==> src/rtl/lut_cell3d.sv <==
module lut_cell3d #(
  parameter int NUM_FACES = 6
) (
  input  logic                 clk,
  input  logic                 rst_n,
  input  logic [NUM_FACES-1:0] data_in,
  input  logic [NUM_FACES-1:0] ctrl_in,
  output logic [NUM_FACES-1:0] data_out,
  output logic [NUM_FACES-1:0] ctrl_out
);
  localparam int ROWS     = 1 << NUM_FACES;
  localparam int ROW_W    = 2 * NUM_FACES;
  localparam int CFG_BITS = ROWS * ROW_W;
  localparam int IDX_W    = $clog2(CFG_BITS);

  logic [CFG_BITS-1:0] tbl;
  logic [IDX_W-1:0]    row_base;
  logic [ROW_W-1:0]    row;
  logic                cfg_mode;
  logic                ser_bit;

  assign cfg_mode = |ctrl_in;
  assign row_base = IDX_W'(data_in) * IDX_W'(ROW_W);
  assign row      = tbl[row_base +: ROW_W];

  always_comb begin
    ser_bit = 1'b0;
    for (int f = NUM_FACES - 1; f >= 0; f--)
      if (ctrl_in[f]) ser_bit = data_in[f];
  end

  always_ff @(posedge clk or negedge rst_n)
    if (!rst_n)        tbl <= '0;
    else if (cfg_mode) tbl <= {ser_bit, tbl[CFG_BITS-1:1]};

  for (genvar f = 0; f < NUM_FACES; f++) begin : g_face
    assign data_out[f] = cfg_mode ? (ctrl_in[f] & tbl[0]) : row[2*f];
    assign ctrl_out[f] = cfg_mode ? 1'b0 : row[2*f+1];
  end

  assert_reset_clear_R1: assert property (@(posedge clk) disable iff (!rst_n)
    $past(!rst_n) |-> (tbl == '0));

  assert_shift_R3: assert property (@(posedge clk) disable iff (!rst_n)
    cfg_mode |=> (tbl[CFG_BITS-2:0] == $past(tbl[CFG_BITS-1:1])));

  assert_readback_R4: assert property (@(posedge clk) disable iff (!rst_n)
    cfg_mode |-> ((data_out & ctrl_in) == (ctrl_in & {NUM_FACES{tbl[0]}})));

  assert_first_face_R5: assert property (@(posedge clk) disable iff (!rst_n)
    ctrl_in[0] |=> (tbl[CFG_BITS-1] == $past(data_in[0])));

  assert_quiet_R6: assert property (@(posedge clk) disable iff (!rst_n)
    cfg_mode |-> (ctrl_out == '0 && (data_out & ~ctrl_in) == '0));

  assert_hold_R7: assert property (@(posedge clk) disable iff (!rst_n)
    !cfg_mode |=> $stable(tbl));
endmodule

==> config.mk <==
export PLATFORM = sky130hd
export DESIGN_NAME = lut_cell3d
export DESIGN_NICKNAME = d
export VERILOG_FILES = /design/src/rtl/lut_cell3d.sv
export SDC_FILE = /design/constraint.sdc
export NUM_CORES = 2
export LEC_CHECK = 0
export BUFFER_PORTS_ARGS = -buffer_cell sky130_fd_sc_hd__buf_2
export CORE_MARGIN = 5
export CORE_UTILIZATION = 40
export CTS_CLUSTER_DIAMETER = 60
export DETAILED_ROUTE_END_ITERATION = 16
export GPL_TIMING_DRIVEN = 0
export PLACE_DENSITY_LB_ADDON = 0.15
export SLEW_MARGIN = 20
export SYNTH_ARGS = -nofsm -noshare
export SYNTH_HDL_FRONTEND = slang
export SYNTH_SLANG_ARGS = --single-unit
==> constraint.sdc <==
create_clock -name clk -period 4.7 [get_ports clk]
set_input_delay 0.235 -clock clk [delete_from_list [all_inputs] [get_ports clk]]
set_output_delay 0.235 -clock clk [all_outputs]
set_load 0.05 [all_outputs]
# ---- Word level (Yosys, flattened, before mapping)
# Cells that the tools add are included.
dict set report word_totals {
  ff_bits 768
  word_cells 28
}
dict set report op_classes {
  multipliers 1
  shift 1
  mux 18
  bitwise 6
  n_reduce_logical 1
}
# cell count
set op_table {}
lappend op_table {{indexed part select 768 x 11 -> 12 bit} 1}
lappend op_table {{two-way mux 1 bit} 18}
lappend op_table {{multiplier 6 x 2 -> 8 bit (second input constant)} 1}
lappend op_table {{AND 1 bit} 6}
lappend op_table {{OR reduction 6 bit} 1}

# ---- Longest topological paths before layout
dict set report logic_depth {
  ltp_word 6
  ltp_mapped 9
}

# ---- Worst setup path before layout
# No wires, ideal clock.
dict set report synth_path {
  path_kind {input-to-output}
  start {in data_in[1]}
  end {out ctrl_out[4]}
  arrival_ps 2479
  required_ps 4465
  path_slack_ps 1986
  stages 6
  n_path_buf 2
  cell_sequence {buf_2 -> buf_1 -> mux4_2 -> mux4_2 -> mux2i_1 -> o31ai_1}
}
dict set report synth_between {
  elab_chain_len 3
}
# item line_no
set synth_lines {}
lappend synth_lines {{start, declared} 6} ;# input logic [NUM_FACES-1:0] data_in,
lappend synth_lines {{multiplier 6 x 2 -> 8 bit} 23} ;# assign row_base = IDX_W'(data_in) * IDX_W'(ROW_W);
lappend synth_lines {{indexed part select 768 x 11 -> 12 bit} 24} ;# assign row = tbl[row_base +: ROW_W];
lappend synth_lines {{two-way mux 1 bit} 38} ;# assign ctrl_out[f] = cfg_mode ? 1'b0 : row[2*f+1];
lappend synth_lines {{end, declared} 9} ;# output logic [NUM_FACES-1:0] ctrl_out
# No other way between the ends.

# ---- Worst setup path in the final report
# Ends and elaborated chain as after synthesis.

==> results.md <==
* Seq cells post-synth at 768
* CP Capture Type: output port
* Die area at ~93,000 sq um
* H-Tree Depth at 3
* Worst-path cell chain: buf_2 > buf_2 > buf_2 > buf_2 > mux4_2 > mux2i_1 > nand2_1 > o211ai_1 > o31ai_1 > buf_2
* Via-to-Cell Ratio at about 5.3
* Grt met2 use at 0.375
* Met3 Usage GRT at 0.0447
* Sink Count at 768
* Antenna violations before repair at 5
* Yosys top cell area share at 0.551
* Placeable Area at 86,800 sq um
* Cell with the most instances after synthesis: nand2_1
* Synth top cells by count: nand2_1, dfrtp_1, mux4_2
* Slowest CP cell: buf_2
* Area Growth Syn to Fin at 13.2%
* Max stage delay on crit path at 0.59 ns
* Fin. max-slew vios at 0
* Setup_tns at 0 ns
* Final hold violations at 0
* Crit path top cell by count: buf_2
* Drt initial violations at 2,948
* # DRC at 0
* Post-cts gate resize count at 0
* Synth area leaders: dfrtp_1, nand2_1, mux4_2
* Largest Register: tbl
* Filler instances at 8,362
* Layout cell share with drive strength beyond 1 at 0.126
* FF-to-FF setup slack at 3.75 ns
* Synth area leader: dfrtp_1
* Clock-pin slew on the worst setup and hold paths at 0.06 ns
* I/O pin count at 26
* CP required at 4.47 ns
* Post-synth ARST share at 1.00
* Global route overflow at 0
* Root Buffer: clkbuf_16
* Row count at 108
* Number of flops mapped to enable cells by yosys at 0
* Largest net degree at the start of global routing at 128
* Final core occ at 0.455
* Clock Latency Late Sink at 0.64 ns
* Max reg flops at 768
* Total CTS buffers at 85
* Synth warnings at 0
* FF-to-FF path depth at 3
* Hold Path Class: in -> async
* Die width at 305 um
* Routed length per instance at 22.7 um
* Pwr per Cell Area at 362 nW/um^2
* Met1 global-route usage at 0.360
* Least-Margin Pin Slew at 1.22 ns
* Routed WL at 114 mm
* Family with the most delay on the worst path: buffers and inverters
* Worst vdd ir at 0.294 mV
* Top Usage Layer GRT: met2
* TritonCTS clock tree: built
* Maximum buffer depth of the clock tree at 3
* First-pass detailed-route iteration total at 8
* Tmin final at a little under 4 ns
* Non-filler instance count after layout at ~5,000
* NumNets Final at 3,815
* Routed vias at 26,700
* Max Clock Skew at 0.0167 ns
* Setup violators final at 0
* Starting Density at 0.402
* Max-cap violations at 0
* Placer congestion estimate at 0.932
* Crit path launch type: input port
* Fmax at between 0.2 and 0.3 GHz
* Mapped Nets at 3,698
* CP arrival at 3.69 ns
* Avg Cell Area, Syn at around 9.5 sq um
* Post-Syn Area at ~35,000 sq um
* CP Max Fanout at 10
* Post-Syn Instances at 3,684
* Critical R2R Capture: tbl[0]$_DFFE_PN0N_
* Vias in the first global route at 26,000
* Synth cell types at 33
* Hpwl dp at 82.0 mm
* First-pass GRT wire length at 173 mm
* Worst slack at placement at 0.910 ns
* Reg-to-Reg Start: tbl[0]$_DFFE_PN0N_
* Slew headroom at 0.189
* Buffers on Ports at 21
* Vert. Die Dim at 305 um
* Final ANT Viol Nets at 0
* Leading registers by flop count: tbl (768)
* Leakage power at 21.1 nW
* Hold_ws at approximately 0.085 ns
* GRT Resource Usage Total at 0.244
* Worst Setup Slack, final at ~0.78 ns
* Sequential fraction of the synthesis area at 0.551
* Placed Cells at 4,867
* Worst Path Buf+Inv at 5
* Final critical-path share of the clock period at 0.835
* Unrepaired setup endpoints after global routing: false
* Outcome: finished, final reports clean
* Most used DFF post-synth: dfrtp_1
* Critical setup path kind: in -> out
cells in the final DEF, fill, tap and decap left out, types with 19 or more instances in the layout:
master / instances
dfrtp_1: 768
nand2_1: 2324
mux4_2: 213
clkbuf_16: 87
clkbuf_1: 141
mux2i_1: 45
buf_2: 108
clkbuf_8: 19
nand3_1: 26
through the flow:
stage	cell area, sq um	total power [mW]
6_report	39500	14.3
2_1_floorplan	34900	7.19
4_1_cts	39500	14.4
3_3_place_gp	36500	7.56
5_1_grt	39500	14.7
3_5_place_dp	36700	7.58
worst max-delay path by stage:
stage	from	endpoint	slack, ns	cells after the start
after global placement	rst_n	tbl[660]$_DFFE_PN0N_	-13.91	1
after global routing	data_in[1]	ctrl_out[4]	0.79	10
after detailed placement	data_in[1]	ctrl_out[4]	0.91	10
after floorplan	data_in[1]	ctrl_out[4]	1.99	6
final	data_in[1]	ctrl_out[4]	0.78	10
after CTS	data_in[1]	ctrl_out[4]	0.91	10
layer usage:
layer	part of all wire	vias up
li1	-	12100
met3	0.075	177
met5	0	-
met2	0.45	838
met1	0.44	13600
met4	0.028	0
power breakdown:
part | internal (mW) | total (mW) | switching (mW) | leakage, nW
sequential | 6.69 | 6.77 | 0.0769 | 10.7
clock | 3.99 | 6.83 | 2.84 | 1.38
combinational | 0.206 | 0.690 | 0.485 | 9.10
total | 10.9 | 14.3 | 3.40 | 21.1
cells by family (layout without fill, tap and decap cells):
logic type | Yosys count | after routing | share of synthesized area
simple gates | 2373 | 2373 | 0.257
flops | 768 | 768 | 0.551
mux | 262 | 262 | 0.152
buf+inv | 237 | 420 | 0.0312
compound gates | 44 | 44 | 0.00928
other cells | 0 | 3 | 0
area by class of cell:
| class | count | area (sq um) | share of cell area |
|---|---|---|---|
| clock inverters | 25 | 292 | 0.00738 |
| clock buffers | 128 | 2520 | 0.0638 |
| well taps | 1155 | 1450 | 0.0366 |
| diodes | 3 | 7.51 | 0.000190 |
| multi-input cells | 2679 | 14600 | 0.369 |
| repair buffers | 30 | 333 | 0.00842 |
| flip-flops and latches | 768 | 19200 | 0.486 |
| plain buffers | 235 | 1090 | 0.0276 |
| inverters | 2 | 7.51 | 0.000190 |
repair_timing:
action | CTS | global route
hold endpoints to repair | 263 | 0
hold buffers | 2 | 0
setup buffers | 0 | 0
endpoints found under the setup margin | 0 | 0
(Power assumes the default switching activity.)
